--- src/rtl/hold_arb_pkg.sv ---
package hold_arb_pkg;

    typedef enum logic [2:0] {
        ST_RUN    = 3'd0,
        ST_IDLE   = 3'd1,
        ST_ENTER  = 3'd2,
        ST_HOLD   = 3'd3,
        ST_RETURN = 3'd4
    } hold_state_e;

    typedef struct packed {
        hold_state_e state;
        logic        last_ext;
        logic        ack_n;
        logic        drv_en;
    } hold_regs_t;

endpackage

--- src/rtl/hold_arb_sync.sv ---
module hold_arb_sync #(
    parameter int   STAGES  = 2,
    parameter logic RST_VAL = 1'b1
) (
    input  logic clk,
    input  logic rst_n,
    input  logic din,
    output logic dout
);
    logic [STAGES-1:0] chain_d, chain_q;

    generate
        if (STAGES == 1) begin : g_single
            always_comb chain_d = din;
        end else begin : g_multi
            always_comb chain_d = {chain_q[STAGES-2:0], din};
        end
    endgenerate

    always_ff @(posedge clk or negedge rst_n) begin
        if (!rst_n) chain_q <= {STAGES{RST_VAL}};
        else        chain_q <= chain_d;
    end

    assign dout = chain_q[STAGES-1];
endmodule

--- src/rtl/hold_arb_fsm.sv ---
module hold_arb_fsm
    import hold_arb_pkg::*;
(
    input  logic clk,
    input  logic rst_n,
    input  logic mode_en,
    input  logic hreq,
    input  logic acc_req,
    input  logic acc_ext,
    input  logic cyc_busy,
    output logic acc_gnt,
    output logic ack_n,
    output logic drv_en
);
    hold_regs_t regs_d, regs_q;
    logic       hold_want;

    always_comb begin
        hold_want = mode_en & hreq;
        acc_gnt   = acc_req & (regs_q.state == ST_RUN) & ~cyc_busy & ~hold_want;
        regs_d    = regs_q;
        unique case (regs_q.state)
            ST_RUN: begin
                if (hold_want && !cyc_busy)
                    regs_d.state = regs_q.last_ext ? ST_IDLE : ST_ENTER;
            end
            ST_IDLE:   regs_d.state = ST_ENTER;
            ST_ENTER: begin
                regs_d.state    = hold_want ? ST_HOLD : ST_RETURN;
                regs_d.last_ext = 1'b0;
            end
            ST_HOLD: begin
                if (!hold_want) regs_d.state = ST_RETURN;
            end
            ST_RETURN: regs_d.state = ST_RUN;
            default:   regs_d.state = ST_RETURN;
        endcase
        if (acc_gnt) regs_d.last_ext = acc_ext;
        regs_d.ack_n  = (regs_d.state != ST_HOLD);
        regs_d.drv_en = (regs_d.state == ST_RUN) || (regs_d.state == ST_IDLE);
    end

    always_ff @(posedge clk or negedge rst_n) begin
        if (!rst_n) begin
            regs_q.state    <= ST_RUN;
            regs_q.last_ext <= 1'b0;
            regs_q.ack_n    <= 1'b1;
            regs_q.drv_en   <= 1'b1;
        end else begin
            regs_q <= regs_d;
        end
    end

    assign ack_n  = regs_q.ack_n;
    assign drv_en = regs_q.drv_en;
endmodule

--- src/rtl/hold_arb.sv ---
module hold_arb #(
    parameter int SYNC_STAGES = 2
) (
    input  logic clk,
    input  logic rst_n,
    input  logic bus_mode,
    input  logic hold_req_n,
    output logic hold_ack_n,
    input  logic acc_req,
    input  logic acc_ext,
    input  logic cyc_busy,
    output logic acc_gnt,
    output logic addr_oe,
    output logic data_oe,
    output logic ctrl_oe
);
    logic req_n_sync;
    logic drv_en;

    hold_arb_sync #(.STAGES(SYNC_STAGES), .RST_VAL(1'b1)) u_sync (
        .clk   (clk),
        .rst_n (rst_n),
        .din   (hold_req_n),
        .dout  (req_n_sync)
    );

    hold_arb_fsm u_fsm (
        .clk      (clk),
        .rst_n    (rst_n),
        .mode_en  (bus_mode),
        .hreq     (~req_n_sync),
        .acc_req  (acc_req),
        .acc_ext  (acc_ext),
        .cyc_busy (cyc_busy),
        .acc_gnt  (acc_gnt),
        .ack_n    (hold_ack_n),
        .drv_en   (drv_en)
    );

    assign addr_oe = drv_en;
    assign data_oe = drv_en;
    assign ctrl_oe = drv_en;
endmodule

--- config.mk ---
export PLATFORM = sky130hd
export DESIGN_NAME = hold_arb
export DESIGN_NICKNAME = d
export VERILOG_FILES = /design/src/rtl/hold_arb_pkg.sv /design/src/rtl/hold_arb_sync.sv /design/src/rtl/hold_arb_fsm.sv /design/src/rtl/hold_arb.sv
export SDC_FILE = /design/constraint.sdc
export NUM_CORES = 1
export LEC_CHECK = 0
export ABC_AREA = 1
export BUFFER_PORTS_ARGS = -buffer_cell sky130_fd_sc_hd__buf_2
export CAP_MARGIN = 20
export CORE_AREA = 2 2 39 41
export DETAILED_ROUTE_END_ITERATION = 16
export DIE_AREA = 0 0 41 43
export PLACE_DENSITY = 0.45
export SLEW_MARGIN = 20
export SYNTH_ARGS = -nofsm -noshare
export SYNTH_HDL_FRONTEND = slang
export SYNTH_SLANG_ARGS = --single-unit
--- constraint.sdc ---
create_clock -name clk -period 2.9 [get_ports clk]
set_input_delay 0.29 -clock clk [delete_from_list [all_inputs] [get_ports clk]]
set_output_delay 0.29 -clock clk [all_outputs]
set_load 0.005 [all_outputs]
==> results.md <==
* Fmax at 636 MHz
* Cell variety after synth at 13
* Static Leak at around 0.25 nW
* FILL cells at 152
* Detailed Routing Iterations Pass 1 at 2
* CTS sink cnt at 8
* Synth Area in Compound Gates at under 10%
* Hold Vio Cnt, Final at 0
* GRT overflow at 0
* M3 GR Usage at approximately 6.3%
* Min-delay src: hold_req_n
* H-Tree Level Count at 1
* CP Data Required Time at ~2.6 ns
* Final worst-path cycle share at between 50% and 60%
* Crit-path slowest cell: dfstp_2
* Pre-CTS WS at 1.58 ns
* Critical path data arrival time at 1.28 ns
* Final Skew at about 0.0023 ns
* CP Cell Sequence: inv_2 -> nand2_2 -> inv_1 -> nor2_1 -> nand2_2 -> inv_1 -> buf_2
* Vias in the first global route at 245
* CTS Buf Count at 3
* Multi-input gate area at about 110 um^2
* Nets at ~60
* Post-CTS setup buffer count at 0
* Core ar. at between 0.001 and 0.0015 mm^2
* RSZ-0062 raised after global routing: false
* Crit path max fanout at 2
* Clk_lat worst skew at 0.25 ns
* R2R depth at 7
* Post-Synth Simple-Gate Area at 27.3%
* Synthesized-area fraction occupied by adder cells at 0%
* Post-Syn Nets at 46
* Hold EP: u_sync.chain_q[0]$_DFF_PN1_
* Sequential cell area at a little over 200 um^2
* IR drop worst, VDD at 0.333 mV
* Global-route wire length before repair at 986 um
* Die height at approximately 43 um
* Root Driver: clkbuf_4
* Slew Limit Fails at 0
* CP peak stage delay at about 0.53 ns
* Final setup vio count at 0
* Port bufs at 11
* Worst Tran Pin Value at between 0.2 and 0.25 ns
* Setup slack after layout at 1.33 ns
* DR vias/cell at ~3.9
* DR vias at about 270
* Number of cells on the worst hold path at 1
* Crit path buffers/inverters at 4
* Die width at approximately 41 um
* Gr busiest metal: met2
* Post-synthesis register bit count at 8
* Worst setup EP type: output port
* Netlist Area Pre-Place at roughly 360 um^2
* GRT Resource Usage Total at under 10%
* Synth Warn # at 0
* GR Util met2 at between 10% and 20%
* Worst slew margin at roughly 84%
* Synth area leaders: dfstp_2 (29%), dfrtp_1 (28%), inv_1 (6.3%), nand2_1 (5.2%), nor2_1 (5.2%)
* Initial antenna violation count at 0
* Reg2reg start: u_sync.chain_q[1]$_DFF_PN1_
* Critical Setup Path Class: flop to output port
* CTS tree: yes
* CP Launch Type: flop
* Setup TNS at 0 ns
* Xor and xnor fraction of the mapped netlist area at 0%
* Pwr per Cell Area at approximately 840 mW/mm^2
* Met1 Track Usage GR at 9.15%
* Wire length per cell at 9.07 um
* DR DRC count at 0
* FP Rows at 14
* Outcome: finished clean
* CTS Buffer Depth at 2
* Max_cap viols at 0
* Initial Utilization at between 20% and 30%
* Post-Synthesis Cells at 39
* Mean Syn Cell Area at between 9 and 10 um^2
* Area leader, netlist: dfstp_2
* Largest family of logic cells by synthesized area: simple AND/OR/NAND/NOR gates
* Multiplexer share of the synthesized area at 0%
* Hpwl dp at roughly 490 um
* Layout cells sized above 1 at 45.3%
* Sequential fraction of the synthesis area at a little under three fifths
* Min-delay worst type: primary input to flop
* Reg2reg end: u_fsm.regs_q[2]$_DFFE_PN0P_
* Initial drt markers at 4
* Num ports at 12
* Largest net degree at the start of global routing at 9
* Min Tclk post-route at 1.57 ns
* Top delay family on crit path: flip-flops
* Post-route ant nets at 0
* Reg clk slew, reported paths at ~0.050 ns
* FF-to-FF setup slack at 1.81 ns
* Die area at 0.00176 mm^2
* Synth top area share at a little under 30%
* Inserted Diodes at 0
* DRT Wirelength at around 630 um
* Routability cong. at about 0.63
* Synthesis-to-finish area growth at 26.9%
## how the worst max path moves through the flow
stage	from	end	slack [ns]	depth (start not counted)
after floorplan	u_sync.chain_q[1]$_DFF_PN1_	acc_gnt	1.74	6
after CTS	u_sync.chain_q[1]$_DFF_PN1_	acc_gnt	1.30	7
after detailed placement	u_sync.chain_q[1]$_DFF_PN1_	acc_gnt	1.58	7
final	u_sync.chain_q[1]$_DFF_PN1_	acc_gnt	1.33	7
after global placement	u_sync.chain_q[1]$_DFF_PN1_	acc_gnt	1.59	7
after global routing	u_sync.chain_q[1]$_DFF_PN1_	acc_gnt	1.16	7
## through the flow
stage | hold slack [ns] | util, % | cells | cell area, um^2 | power, mW
2_1_floorplan | -0.00559 | - | 39 | 358 | 0.269
3_3_place_gp | 0.140 | 30.2 | 64 | 418 | 0.293
3_5_place_dp | 0.141 | 30.2 | 64 | 418 | 0.294
4_1_cts | 0.132 | 32.8 | 69 | 454 | 0.390
5_1_grt | 0.118 | 32.8 | 69 | 454 | 0.420
6_report | 0.137 | 32.8 | 69 | 454 | 0.383
## where the power goes
group          switching (mW)  total (mW)  internal (mW)
sequential             0.0237       0.172          0.148
combinational          0.0678       0.120         0.0524
clock                  0.0378      0.0904         0.0526
## cell families after synthesis
family	Yosys count
flip-flops	8
AND/OR/NAND/NOR	19
buffers and inverters	10
AO/OA/AOI/OAI	2
## cell usage in the layout (no fill, tap or decap)
| master | synthesis | layout |
|---|---|---|
| nor2_4 | 1 | 1 |
| nand3_1 | 3 | 3 |
| nand2_1 | 5 | 5 |
| nand2_2 | 2 | 2 |
| nor2_1 | 5 | 5 |
| nand3b_1 | 2 | 2 |
| dfstp_2 | 4 | 4 |
| dlygate4sd3_1 | 0 | 1 |
| buf_2 | 0 | 11 |
| inv_2 | 2 | 2 |
| dfrtp_1 | 4 | 4 |
| clkbuf_4 | 0 | 3 |
| inv_1 | 6 | 6 |
| nor2_2 | 1 | 1 |
| a21oi_1 | 2 | 2 |
| clkbuf_1 | 0 | 1 |
## metal layers
layer  wire [um]  up-vias
met5           0        -
li1            -      142
met1         253      112
met3          49        2
met4          19        0
met2         303       10
## sequential cells by signal (all words and copies together) (netlist names)
| signal | cells |
|---|---|
| u_fsm.regs_q | 4 |
| u_sync.chain_q | 2 |
| u_fsm.ack_n | 1 |
| u_fsm.drv_en | 1 |
## cell type report
type | count | share of cell area, %
inverter | 8 | 6.61
tap | 16 | 4.41
sequential | 8 | 45.2
multi-input combinational | 21 | 23.7
timing repair buffer | 12 | 14.3
clock buffer | 4 | 5.79
## synthesized netlist by cell type (all sizes together)
library cell and count:
buf 2, nor2 7, nand3 3, nand3b 2, dfrtp 4, inv 8
a21oi 2, nand2 7, dfstp 4
## timing repair
item	4_1_cts	5_1_grt
gates resized for setup	0	0
hold endpoints to repair	4	0
hold buffers	1	0
Power figures use the tool's default switching activity.
